`config.mk`:
```
export PLATFORM = sky130hd
export DESIGN_NAME = sdram_seq_ctrl
export DESIGN_NICKNAME = d
export VERILOG_FILES = /design/src/rtl/sdram_seq_ctrl.sv
export SDC_FILE = /design/constraint.sdc
export NUM_CORES = 1
export LEC_CHECK = 0
export BUFFER_PORTS_ARGS = -buffer_cell sky130_fd_sc_hd__buf_4
export CAP_MARGIN = 40
export CORE_ASPECT_RATIO = 1.1
export CORE_MARGIN = 5
export CORE_UTILIZATION = 53
export DETAILED_ROUTE_END_ITERATION = 10
export PLACE_DENSITY_LB_ADDON = 0.15
export RECOVER_POWER = 50
export SYNTH_ARGS = -nofsm -noshare
export SYNTH_HDL_FRONTEND = slang
export SYNTH_SLANG_ARGS = --single-unit
```
`constraint.sdc`:
```
create_clock -name clk -period 3.8 [get_ports clk]
set_input_delay 0 -clock clk [delete_from_list [all_inputs] [get_ports clk]]
set_output_delay 0 -clock clk [all_outputs]
set_load 0.03 [all_outputs]
```
`src/rtl/sdram_seq_ctrl.sv`:
```
module sdram_seq_ctrl #(
  parameter int DW          = 32,
  parameter int BA_W        = 2,
  parameter int ROW_W       = 13,
  parameter int COL_W       = 8,
  parameter int AW          = BA_W + ROW_W + COL_W,
  parameter int CAS_LAT     = 2,
  parameter int T_RCD       = 2,
  parameter int T_RP        = 2,
  parameter int T_WR        = 2,
  parameter int T_RFC       = 4,
  parameter int T_MRD       = 2,
  parameter int INIT_CYCLES = 100,
  parameter int REF_LIMIT   = 750
) (
  input  logic             clk,
  input  logic             rst,
  input  logic             req_valid,
  input  logic             req_write,
  input  logic [AW-1:0]    req_addr,
  input  logic [DW-1:0]    req_wdata,
  output logic             req_busy,
  output logic             rsp_valid,
  output logic [DW-1:0]    rsp_rdata,
  output logic             mem_cke,
  output logic             mem_cs_n,
  output logic             mem_ras_n,
  output logic             mem_cas_n,
  output logic             mem_we_n,
  output logic [DW/8-1:0]  mem_dqm,
  output logic [BA_W-1:0]  mem_ba,
  output logic [ROW_W-1:0] mem_a,
  input  logic [DW-1:0]    mem_dq_in,
  output logic [DW-1:0]    mem_dq_out
);

  localparam int TMAX  = (INIT_CYCLES > 64) ? INIT_CYCLES : 64;
  localparam int TW    = $clog2(TMAX + 1);
  localparam int RCW   = $clog2(REF_LIMIT + 1);
  localparam int T_REC = T_WR + T_RP;
  localparam logic [ROW_W-1:0] AP_MASK   = ROW_W'(1) << 10;
  localparam logic [ROW_W-1:0] MODE_WORD = ROW_W'(CAS_LAT << 4);

  localparam logic [3:0] C_NOP = 4'b0111;
  localparam logic [3:0] C_ACT = 4'b0011;
  localparam logic [3:0] C_RD  = 4'b0101;
  localparam logic [3:0] C_WR  = 4'b0100;
  localparam logic [3:0] C_PRE = 4'b0010;
  localparam logic [3:0] C_REF = 4'b0001;
  localparam logic [3:0] C_LMR = 4'b0000;

  typedef enum logic [3:0] {
    S_PWRUP = 4'd0, S_IPRE = 4'd1, S_IREF = 4'd2, S_LMR = 4'd3,
    S_IDLE  = 4'd4, S_ACT  = 4'd5, S_RW   = 4'd6, S_REF = 4'd7,
    S_PRE   = 4'd8, S_RECOV = 4'd9
  } st_t;

  st_t              state_q;
  logic [TW-1:0]    tmr_q;
  logic [RCW-1:0]   ref_cnt_q;
  logic             second_ref_q;
  logic [3:0]       cmd_q;
  logic [BA_W-1:0]  ba_q;
  logic [ROW_W-1:0] a_q;
  logic             cke_q;
  logic             wr_q;
  logic [COL_W-1:0] col_q;
  logic [DW-1:0]    wdata_q;
  logic [DW-1:0]    rdata_q;
  logic             rvalid_q;

  logic ref_due, tmr_done, in_access;

  assign ref_due   = ref_cnt_q >= RCW'(REF_LIMIT);
  assign tmr_done  = tmr_q == '0;
  assign in_access = (state_q == S_ACT) || (state_q == S_RW) || (state_q == S_RECOV);

  assign req_busy  = (state_q != S_IDLE) || ref_due;
  assign rsp_valid = rvalid_q;
  assign rsp_rdata = rdata_q;
  assign mem_cke   = cke_q;
  assign {mem_cs_n, mem_ras_n, mem_cas_n, mem_we_n} = cmd_q;
  assign mem_dqm    = in_access ? '0 : '1;
  assign mem_ba     = ba_q;
  assign mem_a      = a_q;
  assign mem_dq_out = wdata_q;

  always_ff @(posedge clk) begin
    if (rst) begin
      state_q      <= S_PWRUP;
      tmr_q        <= TW'(INIT_CYCLES - 1);
      ref_cnt_q    <= '0;
      second_ref_q <= 1'b0;
      cmd_q        <= C_NOP;
      ba_q         <= '0;
      a_q          <= '0;
      cke_q        <= 1'b0;
      wr_q         <= 1'b0;
      col_q        <= '0;
      wdata_q      <= '0;
      rdata_q      <= '0;
      rvalid_q     <= 1'b0;
    end else begin
      cke_q    <= 1'b1;
      cmd_q    <= C_NOP;
      rvalid_q <= 1'b0;
      if (!ref_due) ref_cnt_q <= ref_cnt_q + 1'b1;
      if (!tmr_done) tmr_q <= tmr_q - 1'b1;

      case (state_q)
        S_PWRUP: if (tmr_done) begin
          state_q <= S_IPRE;
          cmd_q   <= C_PRE;
          a_q     <= AP_MASK;
          tmr_q   <= TW'(T_RP - 1);
        end
        S_IPRE: if (tmr_done) begin
          state_q   <= S_IREF;
          cmd_q     <= C_REF;
          ref_cnt_q <= '0;
          tmr_q     <= TW'(T_RFC - 1);
        end
        S_IREF: if (tmr_done) begin
          if (!second_ref_q) begin
            second_ref_q <= 1'b1;
            cmd_q        <= C_REF;
            ref_cnt_q    <= '0;
            tmr_q        <= TW'(T_RFC - 1);
          end else begin
            state_q <= S_LMR;
            cmd_q   <= C_LMR;
            ba_q    <= '0;
            a_q     <= MODE_WORD;
            tmr_q   <= TW'(T_MRD - 1);
          end
        end
        S_LMR: if (tmr_done) state_q <= S_IDLE;
        S_IDLE: begin
          if (ref_due) begin
            state_q <= S_PRE;
            cmd_q   <= C_PRE;
            a_q     <= AP_MASK;
            tmr_q   <= TW'(T_RP - 1);
          end else if (req_valid) begin
            state_q <= S_ACT;
            cmd_q   <= C_ACT;
            wr_q    <= req_write;
            wdata_q <= req_wdata;
            col_q   <= req_addr[COL_W-1:0];
            ba_q    <= req_addr[AW-1 -: BA_W];
            a_q     <= req_addr[COL_W +: ROW_W];
            tmr_q   <= TW'(T_RCD - 1);
          end
        end
        S_ACT: if (tmr_done) begin
          state_q <= S_RW;
          cmd_q   <= wr_q ? C_WR : C_RD;
          a_q     <= ROW_W'(col_q) | AP_MASK;
          tmr_q   <= wr_q ? '0 : TW'(CAS_LAT);
        end
        S_RW: if (tmr_done) begin
          if (!wr_q) begin
            rdata_q  <= mem_dq_in;
            rvalid_q <= 1'b1;
          end
          state_q <= S_RECOV;
          tmr_q   <= TW'(T_REC - 1);
        end
        S_RECOV: if (tmr_done) state_q <= S_IDLE;
        S_PRE: if (tmr_done) begin
          state_q   <= S_REF;
          cmd_q     <= C_REF;
          ref_cnt_q <= '0;
          tmr_q     <= TW'(T_RFC - 1);
        end
        S_REF: if (tmr_done) state_q <= S_IDLE;
        default: state_q <= S_IDLE;
      endcase
    end
  end

endmodule

```
# Word-level counts from Yosys, hierarchy flattened
# Index checks and enable logic that the tools add are counted.
# word_totals
regBits	116
out_inout_bits	90
elab_cells	108
# op_classes
n_addsub	2
n_reduce_logical	17
bitwise	4
n_lt_le_gt_ge	1
eq_ne	21
n_mux	50
# op_table
operator	count
$mux 13	6
$pmux 13 s4	1
$mux 7	7
$mux 4	11
$mux 10	4
$pmux 7 s5	1
$pmux 4 s8	1
$pmux 10 s2	1
$ne 2x2->1 const B	9
$eq 4x3->1 const B	4
$mux 3	5
$pmux 3 s5	1
$mux 2	7
$add 10x1->10 const B	1
$ge 10x10->1 const B	1
$reduce_and 9->1	1
$reduce_or 3->1	3
$eq 4x2->1 const B	2
$eq 4x4->1 const B	2
$logic_not 7->1	1
$sub 7x1->7 const B	1
$reduce_and 3->1	2
$reduce_and 6->1	1
$reduce_and 5->1	1
13 further kinds	21

# Logic depth before layout (Yosys ltp)
# logic_depth
ltp_word	5
ltp_mapped	9
depth_no_buf	8

# Worst setup path before layout
# OpenSTA, ideal clock, no wires.
# synth_path
path_type	flip-flop to flip-flop
from	register ref_cnt_q[0]
to	register a_q[0] (netlist: mem_a[0])
setup_slack_ns	1.744
stages_incl_launch_ff	10
n_path_buf	1
required_time_ns	3.675
setup_ns	0.125
synth_period_minus_slack_ns	2.056
arrival_ns	1.931
path_cell_list	dfxtp_1 -> inv_1 -> ha_1 -> o211a_4 -> o311ai_4 -> and2_4 -> buf_12 -> inv_6 -> o2111ai_4 -> o2bb2ai_1
# synth_between
elab_chain_cells	3
word_cells_on_any_way	5
# synth_rtl
item	line_no	source
from (decl)	60	logic [RCW-1:0] ref_cnt_q;
from (signal assigned)	107	if (!ref_due) ref_cnt_q <= ref_cnt_q + 1'b1;
$ge 10x10->1 *	74	assign ref_due = ref_cnt_q >= RCW'(REF_LIMIT);
$ne 3x3->1 (no line) / $mux 13 (equally long branches)	--	
$reduce_and 6->1 (no line) / $pmux 13 s4 (equally long branches)	--	
to (signal assigned)	151	a_q <= req_addr[COL_W +: ROW_W];
to (signal assigned)	158	a_q <= ROW_W'(col_q) | AP_MASK;
to (decl)	64	logic [ROW_W-1:0] a_q;
# Mark *: on every way between the ends. The rest lies on a longest branch, timed or not.
# A chain may end at the register's enable or synchronous reset.

# Worst setup path in the final report
# layout_path
from	register tmr_q[1]
to	register a_q[11] (netlist: mem_a[11])
# layout_between
elab_chain_cells	3
word_cells_on_any_way	5
# layout_rtl
item	line_no	source
from (decl)	59	logic [TW-1:0] tmr_q;
from (signal assigned)	91	tmr_q <= TW'(INIT_CYCLES - 1);
from (signal assigned)	108	if (!tmr_done) tmr_q <= tmr_q - 1'b1;
from (signal assigned)	115	tmr_q <= TW'(T_RP - 1);
$logic_not 7->1 *	75	assign tmr_done = tmr_q == '0;
$ne 2x2->1 (no line)	--	
$reduce_and 6->1 (no line) *	--	
# Marks and branches as above.

==> flow_summary.json <==
{
  "max_stage_delay_ns": 0.81,
  "peakVddDrop_mv": 0.374,
  "postRouteAntennaNets": 0,
  "gp_congestion": 0.937,
  "die_area_um2": 11100,
  "failed_checks": "max-capacitance violations, max-slew violations",
  "max_slew_margin_pct": -15.5,
  "synth.avg_cell_area_um2": 8.43,
  "numPortBuffers": 179,
  "grt_max_degree": 85,
  "crit_path_start_kind": "register",
  "clkTransAtPathRegs_ns": 0.06,
  "synthFlopType": "dfxtp_1",
  "cts_tree": "yes",
  "slew_viol_final": 85,
  "cts.sinks": 115,
  "drc": 0,
  "setup_viol": 0,
  "worst_pin_slew_ns": 1.73,
  "synthArstFlopShare_pct": 0,
  "clk_latency_ns": 0.52,
  "drt_first_iter_violations": 466,
  "max-cap-violations": 1,
  "die_h_um": 110,
  "cts_buffers": 17,
  "wire_per_inst_um": 19.2,
  "cp_max_fo": 12,
  "post_cts_resized": 0,
  "first_pass_iters": 5,
  "synth_seq_cells": 115,
  "dp.final_hpwl_um": 9810,
  "outcome": "finished, violations left",
  "synthCells": 572,
  "viasPerCell": 5.82,
  "syn-num-nets": 668,
  "grt_pass1_vias": 5863,
  "fmax_mhz": 368,
  "seq_power_share_pct": 35.4,
  "power.leakage_nw": 2.77,
  "hold_viol_final": 0,
  "place_area_um2": 6090,
  "p_int_mw": 2.73,
  "synth.cell_area_um2": 4820,
  "ios": 181,
  "period_needed_ns": 2.72,
  "layout.cells.non_filler": 951,
  "wirelength_um": 18200,
  "fin_area_um2": 7270,
  "place_inst": 827,
  "synth_fa_ha_area_share_pct": 1.30,
  "drive_gt1_share_pct": 17.7,
  "final_util_pct": 81.9,
  "grt_pass1_wl_um": 28500,
  "initial_core_util_pct": 54.4,
  "cp_top_family": "compound AO/OA/AOI/OAI gates",
  "arrival_ns": 3.12,
  "die_width_um": 101,
  "grt-ovfl-total": 0,
  "synthSimpleGateAreaFrac_pct": 22.1,
  "synth_xor_xnor_area_share_pct": 2.36,
  "dr_total_vias": 5536,
  "netSwitchingFraction_pct": 34.3,
  "finClkSkew_ns": 0.0106,
  "synth.distinct_cells": 66,
  "crit_buf_inv": 1,
  "synth_compound_area_share_pct": 20.3,
  "rows": 36,
  "synth_top_family_by_area": "simple AND/OR/NAND/NOR gates",
  "hold_path_class": "in -> reg",
  "final_nets": 917,
  "worstPathRequired_ns": 4.20,
  "fin_hold_ws_ns": 0.264,
  "pwr-share-clk_pct": 39.3,
  "pwr-share-comb_pct": 25.3,
  "p_switching_mw": 1.43,
  "critPathSlowestCell": "nor3b_1",
  "setup-tns-final_ns": 0,
  "core_um2": 8870,
  "synth_edf_count": 0,
  "power-per-cell-area_nw_per_um2": 572,
  "endpoint_kind": "register",
  "muxShareOfSynthArea_pct": 0.207,
  "track_usage_pct": 32.7,
  "cts_buffer_depth": 2,
  "crit_type": "reg -> reg",
  "rsz0062_at_grt": "false",
  "fin_crit_sh_pct": 71.6,
  "worstPathCellList": "inv_1 -> ha_1 -> nor3b_1 -> a21oi_1 -> o211ai_2 -> a21oi_2 -> a22o_1",
  "yosysSeqAreaShare_pct": 47.7,
  "antenna_found_initial": 1,
  "h-tree-depth": 4,
  "ys.warnings.count": 0,
  "syn_to_final_growth_pct": 50.6,
  "cts-root-buf": "clkbuf_8"
}
[what timing repair did]
item / 4_1_cts / 5_1_grt
hold buffers: 89 / 0
endpoints found under the hold margin: 91 / 0
setup buffers: 0 / 0
[cells in the final DEF (no fill, tap or decap), types with 6 or more instances in the layout]
master / Yosys / routed
dlygate4sd3_1: 0 / 89
nor2_1: 27 / 28
buf_4: 7 / 98
xor2_1: 8 / 8
a22oi_1: 9 / 9
clkbuf_1: 20 / 84
nand2b_1: 6 / 6
dfxtp_1: 115 / 115
nand2_1: 165 / 165
o2bb2ai_1: 8 / 8
a21oi_1: 88 / 88
inv_1: 7 / 8
clkbuf_16: 0 / 16
[sequential cells by signal, summed over array words and instances (netlist names)]
register and count:
wr_q 1, cmd_q 3, state_q 4, second_ref_q 1, ref_cnt_q 10, col_q 8
tmr_q 7, mem_cke 1, mem_a 13, rsp_rdata 32, mem_ba 2, mem_dq_out 32
rsp_valid 1
[synth_stat cells, types with 2 or more instances]
cell / instances / area share (%)
o311ai_0: 2 / 0.36
nand2b_1: 6 / 0.78
a22oi_1: 9 / 1.4
buf_2: 7 / 0.73
buf_4: 7 / 1.1
a31oi_1: 2 / 0.26
o41ai_1: 2 / 0.36
nor2_1: 27 / 2.1
xnor2_1: 5 / 0.91
o21ai_0: 5 / 0.52
nor3b_2: 2 / 0.52
a32o_1: 2 / 0.41
buf_1: 2 / 0.16
o221ai_1: 2 / 0.36
and3_1: 4 / 0.52
o2bb2ai_1: 8 / 1.5
nand4_1: 4 / 0.52
nor4b_4: 2 / 0.99
dfxtp_1: 115 / 48
nand3_1: 5 / 0.52
buf_6: 5 / 1.2
clkbuf_1: 20 / 1.6
or3_1: 3 / 0.39
nor4_1: 4 / 0.52
inv_1: 7 / 0.54
o2111ai_1: 3 / 0.54
ha_1: 5 / 1.3
nor3_1: 5 / 0.52
a211oi_1: 2 / 0.31
xor2_1: 8 / 1.5
a21oi_1: 88 / 9.1
nand2_1: 165 / 13
nor2b_1: 3 / 0.39
a22o_1: 4 / 0.73
[cell families after synthesis]
kind of cell | count (synthesis)
compound gates | 148
xor+xnor | 13
fa+ha+maj | 5
buf+inv | 51
flops | 115
mux | 1
other cells | 1
simple gates | 238
[metal layers]
metal	vias up	track usage, %	share of wire [%]
li1	2462	-	-
met1	2602	34.3	35
met2	383	58.3	52
met3	89	8.87	8.4
met4	0	19.6	5.2
met5	-	0	0
[worst reg2reg max path: cells and delay by family (launching register included)]
| kind | cells | cell delay, ns |
|---|---|---|
| AO/OA/AOI/OAI | 4 | 1.16 |
| AND/OR/NAND/NOR | 1 | 0.81 |
| flip-flops | 1 | 0.33 |
| adder cells (fa/ha/maj) | 1 | 0.21 |
| buffers and inverters | 1 | 0.10 |
[final cells by class]
type / count / area [um2]
flip-flops and latches: 115 / 2300
multi-input cells: 406 / 2220
repair buffers: 272 / 1950
fillers: 529 / 1610
clock buffers: 18 / 428
clock inverters: 14 / 178
well taps: 114 / 143
inverters: 9 / 38.8
diodes: 3 / 7.51
[stage by stage]
stage	total power, mW	setup WS, ns
after detailed placement	2.46	1.27
final	4.16	1.08
after global placement	2.43	1.38
after CTS	4.15	1.25
after global routing	4.31	0.876
after floorplan	2.17	1.74
[worst paths after layout]
| kind | startpoint | end | slack (ns) | cells past startpoint |
|---|---|---|---|---|
| worst max-delay path | tmr_q[1] | mem_a[11] | 1.08 | 7 |
| worst min-delay path | req_addr[21] | mem_ba[0] | 0.26 | 3 |
| worst max register to register | tmr_q[1] | mem_a[11] | 1.08 | 7 |
| worst min register to register | rsp_rdata[10] | rsp_rdata[10] | 0.45 | 2 |
[power groups by stage]
| stage | sequential (mW) | clock (mW) | combinational [mW] |
|---|---|---|---|
| floorplan | 1.56 | 0 | 0.610 |
| global placement | 1.47 | 0 | 0.960 |
| detailed placement | 1.48 | 0 | 0.976 |
| CTS | 1.46 | 1.63 | 1.06 |
| global route | 1.48 | 1.70 | 1.13 |
| finish | 1.47 | 1.64 | 1.05 |
(Power assumes the default switching activity.)
